### config.mk
export PLATFORM = sky130hd
export DESIGN_NAME = clkcfg_regbank
export DESIGN_NICKNAME = d
export VERILOG_FILES = /design/src/rtl/clkcfg_pkg.sv /design/src/rtl/clkcfg_strap_fsm.sv /design/src/rtl/clkcfg_regs.sv /design/src/rtl/clkcfg_resolve.sv /design/src/rtl/clkcfg_regbank.sv
export SDC_FILE = /design/constraint.sdc
export NUM_CORES = 1
export LEC_CHECK = 0
export BUFFER_PORTS_ARGS = -buffer_cell sky130_fd_sc_hd__buf_2
export CAP_MARGIN = 10
export CORE_ASPECT_RATIO = 0.8
export CORE_MARGIN = 4
export CORE_UTILIZATION = 40
export DETAILED_ROUTE_END_ITERATION = 6
export PLACE_DENSITY_LB_ADDON = 0.3
export SLEW_MARGIN = 20
export SYNTH_ARGS = -nofsm -noshare
export SYNTH_HDL_FRONTEND = slang
export SYNTH_SLANG_ARGS = --single-unit
### constraint.sdc
create_clock -name clk -period 4.4 [get_ports clk]
set_input_delay 0.88 -clock clk [delete_from_list [all_inputs] [get_ports clk]]
set_output_delay 0.88 -clock clk [all_outputs]
set_load 0.1 [all_outputs]
### src/rtl/clkcfg_pkg.sv
package clkcfg_pkg;
    typedef enum logic {
        CFG_WAIT = 1'b0,
        CFG_RUN  = 1'b1
    } cfg_state_e;

    localparam int BYTE_W = 8;
endpackage

### src/rtl/clkcfg_strap_fsm.sv
module clkcfg_strap_fsm
    import clkcfg_pkg::*;
#(
    parameter int FS_W = 3
) (
    input  logic            clk,
    input  logic            rst_n,
    input  logic [FS_W-1:0] strap_fs,
    output logic            capture,
    output logic            run,
    output logic [FS_W-1:0] strap_q
);
    cfg_state_e state_q, state_d;

    // state register
    always_ff @(posedge clk or negedge rst_n) begin
        if (!rst_n) state_q <= CFG_WAIT;
        else        state_q <= state_d;
    end

    // next state and outputs
    always_comb begin
        state_d = state_q;
        capture = 1'b0;
        run     = 1'b0;
        unique case (state_q)
            CFG_WAIT: begin
                capture = 1'b1;
                state_d = CFG_RUN;   // CFG_CAPTURE_DONE
            end
            CFG_RUN: begin
                run = 1'b1;
            end
        endcase
    end

    always_ff @(posedge clk or negedge rst_n) begin
        if (!rst_n)       strap_q <= '0;
        else if (capture) strap_q <= strap_fs;
    end
endmodule

### src/rtl/clkcfg_regs.sv
module clkcfg_regs
    import clkcfg_pkg::*;
#(
    parameter int ADDR_W   = 8,
    parameter int FS_W     = 3,
    parameter int A_CLK    = 4,
    parameter int A_PCI    = 5,
    parameter int A_MODE   = 6,
    parameter int FS_LSB   = 4
) (
    input  logic              clk,
    input  logic              rst_n,
    input  logic              capture,
    input  logic              run,
    input  logic [FS_W-1:0]   strap_fs,
    input  logic              wr_en,
    input  logic [ADDR_W-1:0] addr,
    input  logic [BYTE_W-1:0] wr_data,
    output logic [BYTE_W-1:0] rd_data,
    output logic [BYTE_W-1:0] clk_reg,
    output logic [BYTE_W-1:0] pci_reg,
    output logic [BYTE_W-1:0] mode_reg
);
    localparam logic [BYTE_W-1:0] MODE_RST = 8'h01;
    localparam int FS_MSB = FS_LSB + FS_W - 1;

    logic hit_clk, hit_pci, hit_mode;
    assign hit_clk  = (addr == ADDR_W'(A_CLK));
    assign hit_pci  = (addr == ADDR_W'(A_PCI));
    assign hit_mode = (addr == ADDR_W'(A_MODE));

    always_ff @(posedge clk or negedge rst_n) begin
        if (!rst_n) begin
            clk_reg  <= '1;
            pci_reg  <= '1;
            mode_reg <= MODE_RST;
        end else if (capture) begin
            mode_reg[FS_MSB:FS_LSB] <= strap_fs;
        end else if (run && wr_en) begin
            if (hit_clk)  clk_reg  <= wr_data;
            if (hit_pci)  pci_reg  <= wr_data;
            if (hit_mode) mode_reg <= wr_data;
        end
    end

    always_comb begin
        rd_data = '0;
        if (hit_clk)  rd_data = clk_reg;
        if (hit_pci)  rd_data = pci_reg;
        if (hit_mode) rd_data = mode_reg;
    end
endmodule

### src/rtl/clkcfg_resolve.sv
module clkcfg_resolve
    import clkcfg_pkg::*;
#(
    parameter int FS_W  = 3,
    parameter int HI_W  = 2,
    parameter int PCI_N = 7,
    parameter int CPU_N = 3,
    localparam int IDX_W = FS_W + HI_W
) (
    input  logic [BYTE_W-1:0] clk_reg,
    input  logic [BYTE_W-1:0] pci_reg,
    input  logic [BYTE_W-1:0] mode_reg,
    input  logic [FS_W-1:0]   strap_q,
    input  logic              spread_n,
    output logic [IDX_W-1:0]  freq_idx,
    output logic              spread_en,
    output logic              sdram_en,
    output logic [1:0]        ref_en,
    output logic              en_48,
    output logic              en_24_48,
    output logic [1:0]        agp_en,
    output logic [CPU_N-1:0]  cpu_en,
    output logic [PCI_N-1:0]  pci_en
);
    logic sw_src;
    assign sw_src = mode_reg[1];

    always_comb begin
        if (sw_src) begin
            freq_idx  = {mode_reg[3:2], mode_reg[6:4]};
            spread_en = mode_reg[7];
        end else begin
            freq_idx  = {{HI_W{1'b0}}, strap_q};
            spread_en = ~spread_n;
        end
    end

    assign sdram_en  = mode_reg[0];
    assign ref_en[0] = clk_reg[7];
    assign en_24_48  = clk_reg[6];
    assign en_48     = clk_reg[5];
    assign agp_en    = clk_reg[4:3];
    assign ref_en[1] = pci_reg[7];

    for (genvar i = 0; i < CPU_N; i++) begin : g_cpu
        assign cpu_en[i] = clk_reg[i];
    end
    for (genvar j = 0; j < PCI_N; j++) begin : g_pci
        assign pci_en[j] = pci_reg[j];
    end
endmodule

### src/rtl/clkcfg_regbank.sv
module clkcfg_regbank
    import clkcfg_pkg::*;
#(
    parameter int ADDR_W = 8,
    parameter int FS_W   = 3,
    parameter int HI_W   = 2,
    parameter int PCI_N  = 7,
    parameter int CPU_N  = 3,
    localparam int IDX_W = FS_W + HI_W
) (
    input  logic              clk,
    input  logic              rst_n,
    input  logic [FS_W-1:0]   strap_fs,
    input  logic              spread_n,
    input  logic              wr_en,
    input  logic [ADDR_W-1:0] addr,
    input  logic [7:0]        wr_data,
    output logic [7:0]        rd_data,
    output logic [IDX_W-1:0]  freq_idx,
    output logic              spread_en,
    output logic              sdram_en,
    output logic [1:0]        ref_en,
    output logic              en_48,
    output logic              en_24_48,
    output logic [1:0]        agp_en,
    output logic [CPU_N-1:0]  cpu_en,
    output logic [PCI_N-1:0]  pci_en
);
    logic            capture, run;
    logic [FS_W-1:0] strap_q;
    logic [7:0]      clk_reg, pci_reg, mode_reg;

    clkcfg_strap_fsm #(.FS_W(FS_W)) u_fsm (
        .clk(clk), .rst_n(rst_n), .strap_fs(strap_fs),
        .capture(capture), .run(run), .strap_q(strap_q)
    );

    clkcfg_regs #(.ADDR_W(ADDR_W), .FS_W(FS_W)) u_regs (
        .clk(clk), .rst_n(rst_n), .capture(capture), .run(run),
        .strap_fs(strap_fs), .wr_en(wr_en), .addr(addr), .wr_data(wr_data),
        .rd_data(rd_data), .clk_reg(clk_reg), .pci_reg(pci_reg),
        .mode_reg(mode_reg)
    );

    clkcfg_resolve #(.FS_W(FS_W), .HI_W(HI_W), .PCI_N(PCI_N), .CPU_N(CPU_N)) u_res (
        .clk_reg(clk_reg), .pci_reg(pci_reg), .mode_reg(mode_reg),
        .strap_q(strap_q), .spread_n(spread_n), .freq_idx(freq_idx),
        .spread_en(spread_en), .sdram_en(sdram_en), .ref_en(ref_en),
        .en_48(en_48), .en_24_48(en_24_48), .agp_en(agp_en),
        .cpu_en(cpu_en), .pci_en(pci_en)
    );
endmodule

=== Word-level counts from Yosys, hierarchy flattened ===
Cells that the tools add are included.

* Equal/unequal tests: 5
* Multiplexer cells: 9
* Bitwise gates (word level): 1
* Reduce and logical (&&, ||, !) cells: 5

{| class="wikitable"
|+ Operators with widths
! cell !! count
|-
| $eq 8x3->1 const B || 3
|-
| $mux 8 || 3
|-
| $mux 7 || 2
|-
| $reduce_and 3->1 || 3
|-
| $mux 5 || 1
|-
| $ne 2x1->1 const B || 2
|-
| $mux 3 || 1
|-
| $mux 1 || 2
|-
| $reduce_and 2->1 || 1
|-
| $logic_and 1x1->1 || 1
|-
| $not 1->1 || 1
|}

* Register bits: 28
* Bits of input ports: 23

=== Logic depth before layout (Yosys ltp) ===
* Depth in word-level cells: 4
* Depth in mapped cells: 5
* Gate-level depth less buffers: 3

=== Hierarchy ===
A second synthesis with hierarchy kept.

* Cell total of the unflattened synthesis: 133
* Area total of the unflattened synthesis: 1612.8 sq um

{| class="wikitable"
|+ Modules (own cells, without submodules)
! module !! instances !! cells an instance !! area an instance (sq um)
|-
| clkcfg_regs || 1 || 100 || 1286.2
|-
| clkcfg_resolve || 1 || 24 || 185.2
|-
| clkcfg_strap_fsm || 1 || 9 || 141.4
|}

=== Worst setup path after synthesis ===
No wires, ideal clock.

* Path type: input-to-output
* Start: in addr[5]
* End: out rd_data[0]
* Arrival: 3.461 ns
* Setup slack: 0.059 ns
* Cell stages on the path: 5
* Path buffers: 2
* Path through: or4_1 buf_2 or2_2 clkbuf_1 a21oi_1

* Cells in the longest elaborated chain, start to end: 4

{| class="wikitable"
|+ RTL lines
! what !! RTL line !! text
|-
| start, declared || clkcfg_regbank.sv:16 || <nowiki>input logic [ADDR_W-1:0] addr,</nowiki>
|-
| $eq 8x3->1 || clkcfg_regs.sv:28 || <nowiki>assign hit_clk = (addr == ADDR_W'(A_CLK));</nowiki>
|-
| $mux 8 || clkcfg_regs.sv:48 || <nowiki>if (hit_clk) rd_data = clk_reg;</nowiki>
|-
| $mux 8 || clkcfg_regs.sv:49 || <nowiki>if (hit_pci) rd_data = pci_reg;</nowiki>
|-
| $mux 8 * || clkcfg_regs.sv:50 || <nowiki>if (hit_mode) rd_data = mode_reg;</nowiki>
|-
| end, declared || clkcfg_regbank.sv:18 || <nowiki>output logic [7:0] rd_data,</nowiki>
|}

Every way passes the cells marked *; elsewhere a longest branch is shown, timed or not.

=== Worst setup path in the final report ===
* Start: in addr[5]
* End: out rd_data[1]

Same word-level chain as after synthesis.

==> impl_metrics.json <==
{
  "die_area_um2": 4710,
  "syn_inst": 117,
  "n_antenna_cell": 0,
  "die_y_um": 62.2,
  "startpoint_type": "input pin",
  "fin_crit_ns": 3.59,
  "tightest_slew_ns": 0.677,
  "seqPwrFrac": 0.474,
  "seq_area_frac_synth": 0.492,
  "clock-sinks": 28,
  "grt_use_total": 0.162,
  "numCtsBuffers": 3,
  "hold_start": "u_fsm.strap_q[1]",
  "synth-seq-cells": 28,
  "cp.arrival_ns": 2.71,
  "cp.required_ns": 3.52,
  "slew_viol_final": 0,
  "outcome": "complete, no violations",
  "avgSynthCellArea_um2": 12.5,
  "synth_top_area_frac": 0.304,
  "clock_path_buffers": 2,
  "route.detailed.drc": 0,
  "power_density_nw_per_um2": 326,
  "synth_most_common_cell": "mux2_2",
  "cp-end-kind": "primary output",
  "final_nets": 191,
  "rr_startpoint": "u_fsm.state_q",
  "vias_per_cell": 5.24,
  "grt.busiest_layer": "met2",
  "numPortBuffers": 53,
  "maxSlewHeadroom": 0.545,
  "vias": 1096,
  "min_period_over_period": 0.815,
  "ant_nets": 0,
  "synth_common_cells": "mux2_2, dfstp_2, nand2_1",
  "ys.flop_type": "dfstp_2",
  "rsz0062_at_grt": "no",
  "peakVddDrop_uv": 228,
  "root_buffer": "clkbuf_8",
  "fin_setup_tns_ns": 0,
  "power_switching_share": 0.285,
  "drt_pass1_iterations": 4,
  "power_mw": 0.591,
  "crit_fanout": 8,
  "grt_first_pass_wirelength_um": 5820,
  "critPathKind": "input pin to primary output",
  "core_area_um2": 3470,
  "ios": 54,
  "hold_depth": 1,
  "area_growth_pct": 23.6,
  "drt_wl_total_um": 3570,
  "postCtsHoldBufs": 0,
  "grt-ovfl-total": 0,
  "cts-resized-gates": 0,
  "drive_gt1_frac": 0.659,
  "synth_edf_count": 0,
  "power_leakage_nw": 0.891,
  "power.switching_mw": 0.169,
  "r2r-end": "u_regs.clk_reg[6]",
  "maxCapViolCount": 0,
  "synth.area.top_cells": "dfstp_2, dfrtp_1, mux2_2",
  "use_met1": 0.228,
  "grt_max_degree": 29,
  "use_met3": 0.0516,
  "holdPathEnd": "u_fsm.strap_q[1]",
  "reg2reg_depth": 3,
  "synthDistinctLibCells": 26,
  "ff2ff_setup_slack_ns": 2.63,
  "antenna_found_initial": 0,
  "die_w_um": 75.7,
  "drtIter0Drc": 58,
  "fin_skew_ns": 0.00742,
  "synth_top_area_cell": "dfstp_2",
  "min_path_type": "flop to flop",
  "p_clk_frac": 0.340,
  "initial_core_util": 0.423,
  "clk-insertion-delay-late_ns": 0.28,
  "wire_per_inst_um": 17.1,
  "setup_viol": 0,
  "clk_pin_slew_ns": 0.10,
  "fp-row-count": 19,
  "async_reset_ff_frac": 1.00,
  "cts_setup_buffers": 0,
  "yosysWarnings": 0,
  "grt_util_met2": 0.230,
  "syn_nets": 140,
  "h-tree-depth": 1,
  "grt_pass1_vias": 1132,
  "dp_hpwl_um": 2680,
  "cts_tree": "yes",
  "comb_power_share": 0.186,
  "clock.fmax_ghz": 0.279,
  "hold_viol": 0,
  "internal_power_mw": 0.422,
  "syn_area_um2": 1470,
  "gp_congestion": 0.739
}
## cell type report
cell class / instances / area [um2]
Inverter: 2 / 7.51
Clock inverter: 1 / 30.0
Multi-Input combinational cell: 80 / 696
Timing Repair Buffer: 53 / 265
Sequential cell: 28 / 722
Clock buffer: 3 / 41.3
Tap cell: 42 / 52.6
Fill cell: 314 / 1660
## logic make-up (layout without fill, tap and decap cells)
family | Yosys count | count (layout) | share of synthesized area
compound gates | 15 | 15 | 0.0708
buf+inv | 9 | 59 | 0.0341
other cells | 1 | 1 | 0.00256
flops | 28 | 28 | 0.492
simple gates | 31 | 31 | 0.128
mux | 33 | 33 | 0.273
## power groups by stage
| stage | clock, mW | sequential, mW | combinational, mW |
|---|---|---|---|
| after global routing | 0.217 | 0.282 | 0.116 |
| after global placement | 0 | 0.284 | 0.109 |
| final | 0.201 | 0.280 | 0.110 |
| after CTS | 0.207 | 0.280 | 0.111 |
| after floorplan | 0 | 0.313 | 0.0569 |
| after detailed placement | 0 | 0.285 | 0.111 |
## worst max-delay path, cell delays in order
cell     delay (ns)
buf_2          0.09
or4_1          0.67
or2_2          0.43
a21oi_1        0.18
buf_2          0.45
## cells in the final DEF, fill, tap and decap left out, drive strengths merged, types with 2 or more instances in the layout
cell	netlist	final
a221o	3	3
clkbuf	3	3
or4	2	2
dfrtp	11	11
mux2	32	32
a21oi	8	8
nor2b	4	4
nand2	17	17
and2	2	2
buf	4	53
dfstp	17	17
nor4	2	2
a21o	3	3
## per-stage QoR
step | setup WS (ns) | hold slack (ns) | cells | cell area (um2) | util
floorplan | 0.0588 | 0.450 | 117 | 1470 | -
global placement | 0.831 | 0.458 | 205 | 1740 | 0.502
detailed placement | 0.812 | 0.469 | 205 | 1740 | 0.502
CTS | 0.810 | 0.490 | 209 | 1810 | 0.523
global route | 0.744 | 0.502 | 209 | 1810 | 0.523
finish | 0.813 | 0.485 | 209 | 1810 | 0.523
## per-layer routing
layer,part of all wire,vias to the layer above
met1,0.44,530
met4,0.020,0
li1,-,512
met5,0,-
met2,0.45,47
met3,0.088,7
## worst max path at each step
stage | start | endpoint | slack [ns] | depth (start not counted)
2_1_floorplan | addr[5] | rd_data[0] | 0.06 | 5
3_3_place_gp | addr[5] | rd_data[1] | 0.83 | 5
3_5_place_dp | addr[5] | rd_data[0] | 0.81 | 5
4_1_cts | addr[5] | rd_data[1] | 0.81 | 5
5_1_grt | addr[5] | rd_data[4] | 0.74 | 5
6_report | addr[5] | rd_data[1] | 0.81 | 5
Note: power is estimated with default switching activity, not from simulation.
